==> src/rtl/feu_pkg.sv <==
package feu_pkg;
  localparam int REG_W = 64;

  localparam int BIT_ADDR    = 0;
  localparam int BIT_OUT_NE  = 1;
  localparam int BIT_IN_NE   = 2;
  localparam int BIT_IN_OVF  = 4;
  localparam int BIT_OUT_UNF = 5;
  localparam int CHK_BITS    = 6;

  localparam logic [REG_W-1:0] IMPL_MASK = 64'h37;

  localparam int STATUS_IDX = 0;
  localparam int MASK_IDX   = 1;

  typedef struct packed {
    logic inWrite;
    logic inRead;
    logic outWrite;
    logic outRead;
  } fifoStrobes_t;
endpackage

==> src/rtl/feu_fifo.sv <==
module feu_fifo #(
  parameter int DATA_W = 8,
  parameter int DEPTH  = 16
) (
  input  logic              clk,
  input  logic              rstN,
  input  logic              wr,
  input  logic [DATA_W-1:0] wrData,
  input  logic              rd,
  output logic [DATA_W-1:0] headData,
  output logic              full,
  output logic              empty
);
  localparam int PTR_W = (DEPTH > 1) ? $clog2(DEPTH) : 1;
  localparam int CNT_W = $clog2(DEPTH + 1);
  localparam logic [PTR_W-1:0] LAST_PTR = PTR_W'(DEPTH - 1);

  logic [DATA_W-1:0] mem [DEPTH];
  logic [PTR_W-1:0]  wrPtr, rdPtr;
  logic [CNT_W-1:0]  count;

  assign full     = (count == CNT_W'(DEPTH));
  assign empty    = (count == '0);
  assign headData = empty ? '0 : mem[rdPtr];

  always_ff @(posedge clk or negedge rstN) begin
    if (!rstN) begin
      wrPtr <= '0;
      rdPtr <= '0;
      count <= '0;
    end else begin
      if (wr) wrPtr <= (wrPtr == LAST_PTR) ? '0 : wrPtr + PTR_W'(1);
      if (rd) rdPtr <= (rdPtr == LAST_PTR) ? '0 : rdPtr + PTR_W'(1);
      case ({wr, rd})
        2'b10:   count <= count + CNT_W'(1);
        2'b01:   count <= count - CNT_W'(1);
        default: count <= count;
      endcase
    end
  end

  always_ff @(posedge clk) begin
    if (wr) mem[wrPtr] <= wrData;
  end

  AST_NO_OVERFLOW: assert property (@(posedge clk) disable iff (!rstN) full |-> !wr);
  AST_NO_UNDERFLOW: assert property (@(posedge clk) disable iff (!rstN) empty |-> !rd);
  AST_COUNT_UP: assert property (@(posedge clk) disable iff (!rstN)
    (wr && !rd) |=> (count == $past(count) + CNT_W'(1)));
  AST_HOLD_IDLE: assert property (@(posedge clk) disable iff (!rstN)
    (!wr && !rd) |=> $stable(count) && $stable(rdPtr));
endmodule

==> src/rtl/feu_datapath.sv <==
module feu_datapath
  import feu_pkg::*;
#(
  parameter int DATA_W    = 8,
  parameter int IN_DEPTH  = 256,
  parameter int OUT_DEPTH = 16
) (
  input  logic              clk,
  input  logic              rstN,
  input  fifoStrobes_t      strobes,
  input  logic [DATA_W-1:0] inPushData,
  input  logic [DATA_W-1:0] outPushData,
  output logic [DATA_W-1:0] inPopData,
  output logic [DATA_W-1:0] outReadData,
  output logic              inFull,
  output logic              inEmpty,
  output logic              outFull,
  output logic              outEmpty
);
  feu_fifo #(.DATA_W(DATA_W), .DEPTH(IN_DEPTH)) inFifo_i (
    .clk      (clk),
    .rstN     (rstN),
    .wr       (strobes.inWrite),
    .wrData   (inPushData),
    .rd       (strobes.inRead),
    .headData (inPopData),
    .full     (inFull),
    .empty    (inEmpty)
  );

  feu_fifo #(.DATA_W(DATA_W), .DEPTH(OUT_DEPTH)) outFifo_i (
    .clk      (clk),
    .rstN     (rstN),
    .wr       (strobes.outWrite),
    .wrData   (outPushData),
    .rd       (strobes.outRead),
    .headData (outReadData),
    .full     (outFull),
    .empty    (outEmpty)
  );

  AST_EMPTY_READS_ZERO: assert property (@(posedge clk) disable iff (!rstN)
    outEmpty |-> (outReadData == '0));
endmodule

==> src/rtl/feu_control.sv <==
module feu_control
  import feu_pkg::*;
#(
  parameter int ADDR_W = 4
) (
  input  logic              clk,
  input  logic              rstN,
  input  logic              regWrEn,
  input  logic              regRdEn,
  input  logic [ADDR_W-1:0] regAddr,
  input  logic [REG_W-1:0]  regWrData,
  output logic [REG_W-1:0]  regRdData,
  input  logic              inPush,
  input  logic              inPop,
  input  logic              outPush,
  input  logic              outRead,
  input  logic              sizeWrite,
  input  logic              doneEvent,
  input  logic              inFull,
  input  logic              inEmpty,
  input  logic              outFull,
  input  logic              outEmpty,
  output fifoStrobes_t      strobes,
  output logic              errIrq,
  output logic              haltReq
);
  localparam logic [ADDR_W-1:0] ADDR_STATUS = ADDR_W'(STATUS_IDX);
  localparam logic [ADDR_W-1:0] ADDR_MASK   = ADDR_W'(MASK_IDX);

  logic             addrLegal, statusWr, maskWr;
  logic [REG_W-1:0] errNow, statusReg, maskReg, clrBits, statusNext, pending;

  assign addrLegal = (regAddr == ADDR_STATUS) || (regAddr == ADDR_MASK);
  assign statusWr  = regWrEn && (regAddr == ADDR_STATUS);
  assign maskWr    = regWrEn && (regAddr == ADDR_MASK);

  always_comb begin
    errNow              = '0;
    errNow[BIT_ADDR]    = (regWrEn || regRdEn) && !addrLegal;
    errNow[BIT_OUT_NE]  = sizeWrite && !outEmpty;
    errNow[BIT_IN_NE]   = doneEvent && !inEmpty;
    errNow[BIT_IN_OVF]  = inPush && inFull;
    errNow[BIT_OUT_UNF] = outRead && outEmpty;
  end

  assign clrBits    = statusWr ? (regWrData & IMPL_MASK) : '0;
  assign statusNext = (statusReg & ~clrBits) | (errNow & ~maskReg & IMPL_MASK);

  always_ff @(posedge clk or negedge rstN) begin
    if (!rstN) begin
      statusReg <= '0;
      maskReg   <= '0;
    end else begin
      statusReg <= statusNext;
      if (maskWr) maskReg <= regWrData & IMPL_MASK;
    end
  end

  always_comb begin
    case (regAddr)
      ADDR_STATUS: regRdData = statusReg;
      ADDR_MASK:   regRdData = maskReg;
      default:     regRdData = '0;
    endcase
  end

  assign pending = statusReg & ~maskReg;
  assign errIrq  = |pending;
  assign haltReq = |pending;

  assign strobes.inWrite  = inPush && !inFull;
  assign strobes.inRead   = inPop && !inEmpty;
  assign strobes.outWrite = outPush && !outFull;
  assign strobes.outRead  = outRead && !outEmpty;

  for (genvar k = 0; k < CHK_BITS; k++) begin : g_bitChk
    if (IMPL_MASK[k]) begin : g_impl
      AST_MASKED_STAYS_CLEAR: assert property (@(posedge clk) disable iff (!rstN)
        (maskReg[k] && !statusReg[k]) |=> !statusReg[k]);
      AST_ERROR_RAISES: assert property (@(posedge clk) disable iff (!rstN)
        (errNow[k] && !maskReg[k] && !maskWr) |=> (statusReg[k] && errIrq && haltReq));
    end
  end

  AST_HALT_HELD: assert property (@(posedge clk) disable iff (!rstN)
    (haltReq && !statusWr && !maskWr) |=> haltReq);
  AST_BAD_ADDR_NO_WRITE: assert property (@(posedge clk) disable iff (!rstN)
    (regWrEn && !addrLegal) |=> $stable(maskReg));
endmodule

==> src/rtl/fifo_err_unit.sv <==
module fifo_err_unit
  import feu_pkg::*;
#(
  parameter int ADDR_W    = 4,
  parameter int DATA_W    = 8,
  parameter int IN_DEPTH  = 256,
  parameter int OUT_DEPTH = 16
) (
  input  logic              clk,
  input  logic              rstN,
  input  logic              regWrEn,
  input  logic              regRdEn,
  input  logic [ADDR_W-1:0] regAddr,
  input  logic [63:0]       regWrData,
  output logic [63:0]       regRdData,
  input  logic              inPush,
  input  logic [DATA_W-1:0] inPushData,
  input  logic              inPop,
  output logic [DATA_W-1:0] inPopData,
  output logic              inFull,
  output logic              inEmpty,
  input  logic              outPush,
  input  logic [DATA_W-1:0] outPushData,
  input  logic              outRead,
  output logic [DATA_W-1:0] outReadData,
  output logic              outFull,
  output logic              outEmpty,
  input  logic              sizeWrite,
  input  logic              doneEvent,
  output logic              errIrq,
  output logic              haltReq
);
  fifoStrobes_t strobes;

  feu_control #(.ADDR_W(ADDR_W)) control_i (
    .clk       (clk),
    .rstN      (rstN),
    .regWrEn   (regWrEn),
    .regRdEn   (regRdEn),
    .regAddr   (regAddr),
    .regWrData (regWrData),
    .regRdData (regRdData),
    .inPush    (inPush),
    .inPop     (inPop),
    .outPush   (outPush),
    .outRead   (outRead),
    .sizeWrite (sizeWrite),
    .doneEvent (doneEvent),
    .inFull    (inFull),
    .inEmpty   (inEmpty),
    .outFull   (outFull),
    .outEmpty  (outEmpty),
    .strobes   (strobes),
    .errIrq    (errIrq),
    .haltReq   (haltReq)
  );

  feu_datapath #(
    .DATA_W    (DATA_W),
    .IN_DEPTH  (IN_DEPTH),
    .OUT_DEPTH (OUT_DEPTH)
  ) datapath_i (
    .clk         (clk),
    .rstN        (rstN),
    .strobes     (strobes),
    .inPushData  (inPushData),
    .outPushData (outPushData),
    .inPopData   (inPopData),
    .outReadData (outReadData),
    .inFull      (inFull),
    .inEmpty     (inEmpty),
    .outFull     (outFull),
    .outEmpty    (outEmpty)
  );
endmodule

==> config.mk <==
export PLATFORM = sky130hd
export DESIGN_NAME = fifo_err_unit
export DESIGN_NICKNAME = d
export VERILOG_FILES = /design/src/rtl/feu_pkg.sv /design/src/rtl/feu_fifo.sv /design/src/rtl/feu_datapath.sv /design/src/rtl/feu_control.sv /design/src/rtl/fifo_err_unit.sv
export SDC_FILE = /design/constraint.sdc
export NUM_CORES = 2
export LEC_CHECK = 0
export ABC_AREA = 1
export CAP_MARGIN = 20
export CORE_AREA = 4 4 534 536
export DETAILED_ROUTE_END_ITERATION = 8
export DIE_AREA = 0 0 538 540
export PLACE_DENSITY_LB_ADDON = 0.1
export SETUP_SLACK_MARGIN = 0.4
export SYNTH_ARGS = -nofsm -noshare
export SYNTH_HDL_FRONTEND = slang
export SYNTH_SLANG_ARGS = --single-unit
==> constraint.sdc <==
create_clock -name clk -period 4.9 [get_ports clk]
set_input_delay 0.98 -clock clk [delete_from_list [all_inputs] [get_ports clk]]
set_output_delay 0.98 -clock clk [all_outputs]
set_load 0.02 [all_outputs]
==> metrics.md <==
| Metric | Value |
|---|---|
| Status | `finished, final reports clean` |
| Compound-Gate Fraction of Synth Area | `4.25%` |
| GP Congestion | `0.827` |
| Post-layout net count | `9270` |
| Critical Path RT | `3.92 ns` |
| Seq pwr share | `34.5%` |
| Setup crit start kind | `flop` |
| Type of the worst min-delay path | `in -> async` |
| # fillers | `27030` |
| Internal cell power | `39400 µW` |
| Post-synth EDFFs | `2176` |
| Max VDD drop | `371 µV` |
| Vias in the first global route | `61707` |
| FF-to-FF path depth | `19` |
| Overall Global Routing Usage | `20.8%` |
| TritonCTS clock tree | `built` |
| Synth unique cells | `41` |
| Asr flop ratio synth | `2.16%` |
| Setup_tns | `0 ns` |
| Power Dens Cells | `557 nW/µm²` |
| Clk pwr share | `29.7%` |
| Vias per cell | `4.85` |
| I/O Buffers | `61` |
| Final hold violations | `0` |
| Syn. warnings | `0` |
| Post-Synth XOR/XNOR Area | `0.175%` |
| Post-Syn Instances | `8871` |
| Final period utilization | `95.8%` |
| First-pass GRT wire length | `443000 µm` |
| Drt first-iter violations | `5303` |
| Root buffer cell | `clkbuf_16` |
| Drt first pass iters | `6` |
| Largest net degree at the start of global routing | `101` |
| RSZ-0062 raised after global routing | `true` |
| H-tree levels | `5` |
| Synth area leader | `edfxtp_1` |
| Slew Limit Fails | `0` |
| Post-synth top area share | `68.8%` |
| Post-layout min period | `4.69 ns` |
| Multiplexer area fraction after synthesis | `0.169%` |
| Layout area overhead | `18.8%` |
| Post-synthesis adder-cell area fraction | `0.245%` |
| Max Cap Viol | `0` |
| Simple-Gate Fraction of Synth Area | `18.8%` |
| Worst-path maximum fanout | `12` |
| Critical Path AT | `3.71 ns` |
| Crit end category | `output port` |
| Sequential-to-total area share from yosys stat | `70.1%` |
| Core Area | `281000 µm²` |
| Sw Share | `37.3%` |
| Initial antenna violation count | `14` |
| Routed Antenna Nets | `0` |
| FP Rows | `195` |
| Die area | `291000 µm²` |
| Post-synth top flop | `edfxtp_1` |
| Initial Util | `33.8%` |
| Die X | `538 µm` |
| Via Count | `63472` |
| Max frequency | `213 MHz` |
| Cts hold-fix bufs | `0` |
| Slew HR | `27.7%` |
| Final Skew | `0.0576 ns` |
| Post-Syn Area per Cell | `10.7 µm²` |
| Cell area after placement | `101000 µm²` |
| Final wirelength | `309000 µm` |
| DR DRC count | `0` |
| Post-route cell area | `113000 µm²` |
| Worst slew pin tran | `1.08 ns` |
| Setup Crit Path Kind | `reg -> out` |
| TritonCTS Sinks | `2224` |
| DP HPWL | `178000 µm` |
| Post-Syn Area | `95000 µm²` |
| GRT overflow | `0` |
| Largest family of logic cells by synthesized area | `simple AND/OR/NAND/NOR gates` |
| R2R setup slack | `1.11 ns` |
| Leak Pwr | `0.0432 µW` |
| Comb power frac | `35.8%` |
| # IOs | `180` |
| Vert. Die Dim | `540 µm` |
| Most frequent cells in the layout | `nand2_1, edfxtp_1, nor2_1` |
| Share of layout cells above drive strength 1 | `11.3%` |
| Synth Register Bits | `2224` |
| Sw Pwr | `23500 µW` |
| Wirelength per Cell | `23.6 µm` |
| CTS clk-pin slew, worst paths | `0.06 ns` |
| Final setup violation count | `0` |
| Most common cell after layout, fill and taps aside | `nand2_1` |
| Bufs on Longest Clock Path | `4` |
| Top post-synthesis cells by area | `edfxtp_1, nand2_1, nor2_1, nand3_1, inv_1` |
| Insertion delay to the later sink of the worst-skew pair | `0.89 ns` |
| Num CTS Buffers | `265` |
==> layer usage <==
layer  GRT usage (%)  part of all wire [%]  vias to the layer above
li1                -                     -                    30101
met1            29.4                    45                    31429
met2            34.1                    47                     1570
met3            2.61                   5.0                      366
met4            4.81                   2.4                        6
met5               0                 0.012                        -
==> cells by family (layout without fill, tap and decap cells) <==
family,count (synthesis),count (layout)
compound gates,758,758
xor+xnor,19,19
fa+ha+maj,18,18
buf+inv,1368,1789
flops,2224,2224
mux,16,16
other cells,1,62
simple gates,4467,4467
==> cell type report <==
type | instances | area [µm²] | share of cell area (%)
diodes | 3 | 7.51 | 0.00665
clock buffers | 347 | 7120 | 6.31
clock inverters | 112 | 910 | 0.806
inverters | 821 | 3140 | 2.78
multi-input cells | 5337 | 23800 | 21.1
flip-flops and latches | 2224 | 66600 | 59.0
well taps | 3743 | 4680 | 4.15
repair buffers | 506 | 6580 | 5.83
repair inverters | 3 | 62.6 | 0.0555
==> power groups by stage <==
stage	Combinational (µW)	Clock, µW	Sequential (µW)
after global routing	24100	19900	21700
after global placement	19400	0	22100
after CTS	22500	19100	21700
final	22500	18700	21700
after detailed placement	19400	0	22100
after floorplan	10500	0	21900
==> stage by stage <==
step           util (%)  power [µW]  hold WS, ns  std cells  setup slack [ns]
2_1_floorplan         -       32400        0.431       8929              1.84
3_3_place_gp       36.0       41500        0.448      12527             0.123
3_5_place_dp       36.0       41500        0.450      12528             0.105
4_1_cts            40.1       63300        0.213      13079             0.141
5_1_grt            40.2       65700        0.252      13095            0.0599
6_report           40.2       62800        0.220      13096             0.208
==> registers in the layout, indices dropped and copies added, names as in the netlist <==
| signal | count |
|---|---|
| datapath_i.inFifo_i.wrPtr | 8 |
| datapath_i.outFifo_i.mem | 128 |
| datapath_i.inFifo_i.count | 9 |
| control_i.statusReg | 5 |
| datapath_i.inFifo_i.rdPtr | 8 |
| datapath_i.inFifo_i.mem | 2048 |
| control_i.maskReg | 5 |
| datapath_i.outFifo_i.count | 5 |
| datapath_i.outFifo_i.rdPtr | 4 |
| datapath_i.outFifo_i.wrPtr | 4 |
==> what timing repair did <==
| item | 4_1_cts | 5_1_grt |
|---|---|---|
| buffers inserted | 52 | 10 |
| gates resized for setup | 394 | 21 |
| endpoints found under the setup margin | 16 | 12 |
| pin swaps | 76 | 10 |
| cloned | 40 | 4 |
==> critical path: stages, from the launching register on <==
cell     delay [ns]
dfrtp_4        0.54
buf_12         0.18
buf_16         0.20
buf_16         0.19
buf_16         0.15
nor2_1         0.05
nor2_1         0.07
o21ai_0        0.09
nand3_1        0.13
nand3_2        0.12
a21oi_4        0.20
buf_6          0.16
nor2_1         0.06
nand2_1        0.09
nand3_2        0.12
a21oi_4        0.16
buf_6          0.16
buf_6          0.12
==> path summary, 6_finish.rpt <==
| check | start | end |
|---|---|---|
| setup / recovery | datapath_i.inFifo_i.rdPtr[0]$_DFFE_PN0P_ | inPopData[3] |
| hold / removal | rstN | datapath_i.outFifo_i.rdPtr[2]$_DFFE_PN0P_ |
| setup reg to reg | datapath_i.inFifo_i.count[1]$_DFFE_PN0P_ | datapath_i.inFifo_i.count[8]$_DFFE_PN0P_ |
| hold reg to reg | datapath_i.outFifo_i.rdPtr[3]$_DFFE_PN0P_ | datapath_i.outFifo_i.rdPtr[3]$_DFFE_PN0P_ |
| max in group asynchronous | rstN | datapath_i.inFifo_i.rdPtr[2]$_DFFE_PN0P_ |
| min in group clk | datapath_i.outFifo_i.rdPtr[3]$_DFFE_PN0P_ | datapath_i.outFifo_i.rdPtr[3]$_DFFE_PN0P_ |
==> synthesized netlist by cell type, drive strengths merged (4+ instances only) <==
master	number
a21oi	130
nand3	785
or2	22
a211oi	9
xnor2	4
o211ai	61
mux2i	16
ha	17
dfrtp	48
o21ai	523
xor2	15
nor2	1186
buf	365
o22ai	18
nand4	15
clkbuf	182
inv	812
nand2	2441
edfxtp	2176
o221ai	8
nor3	13
clkinv	9
a31oi	4
No activity file was read; power rests on OpenSTA's default activity.
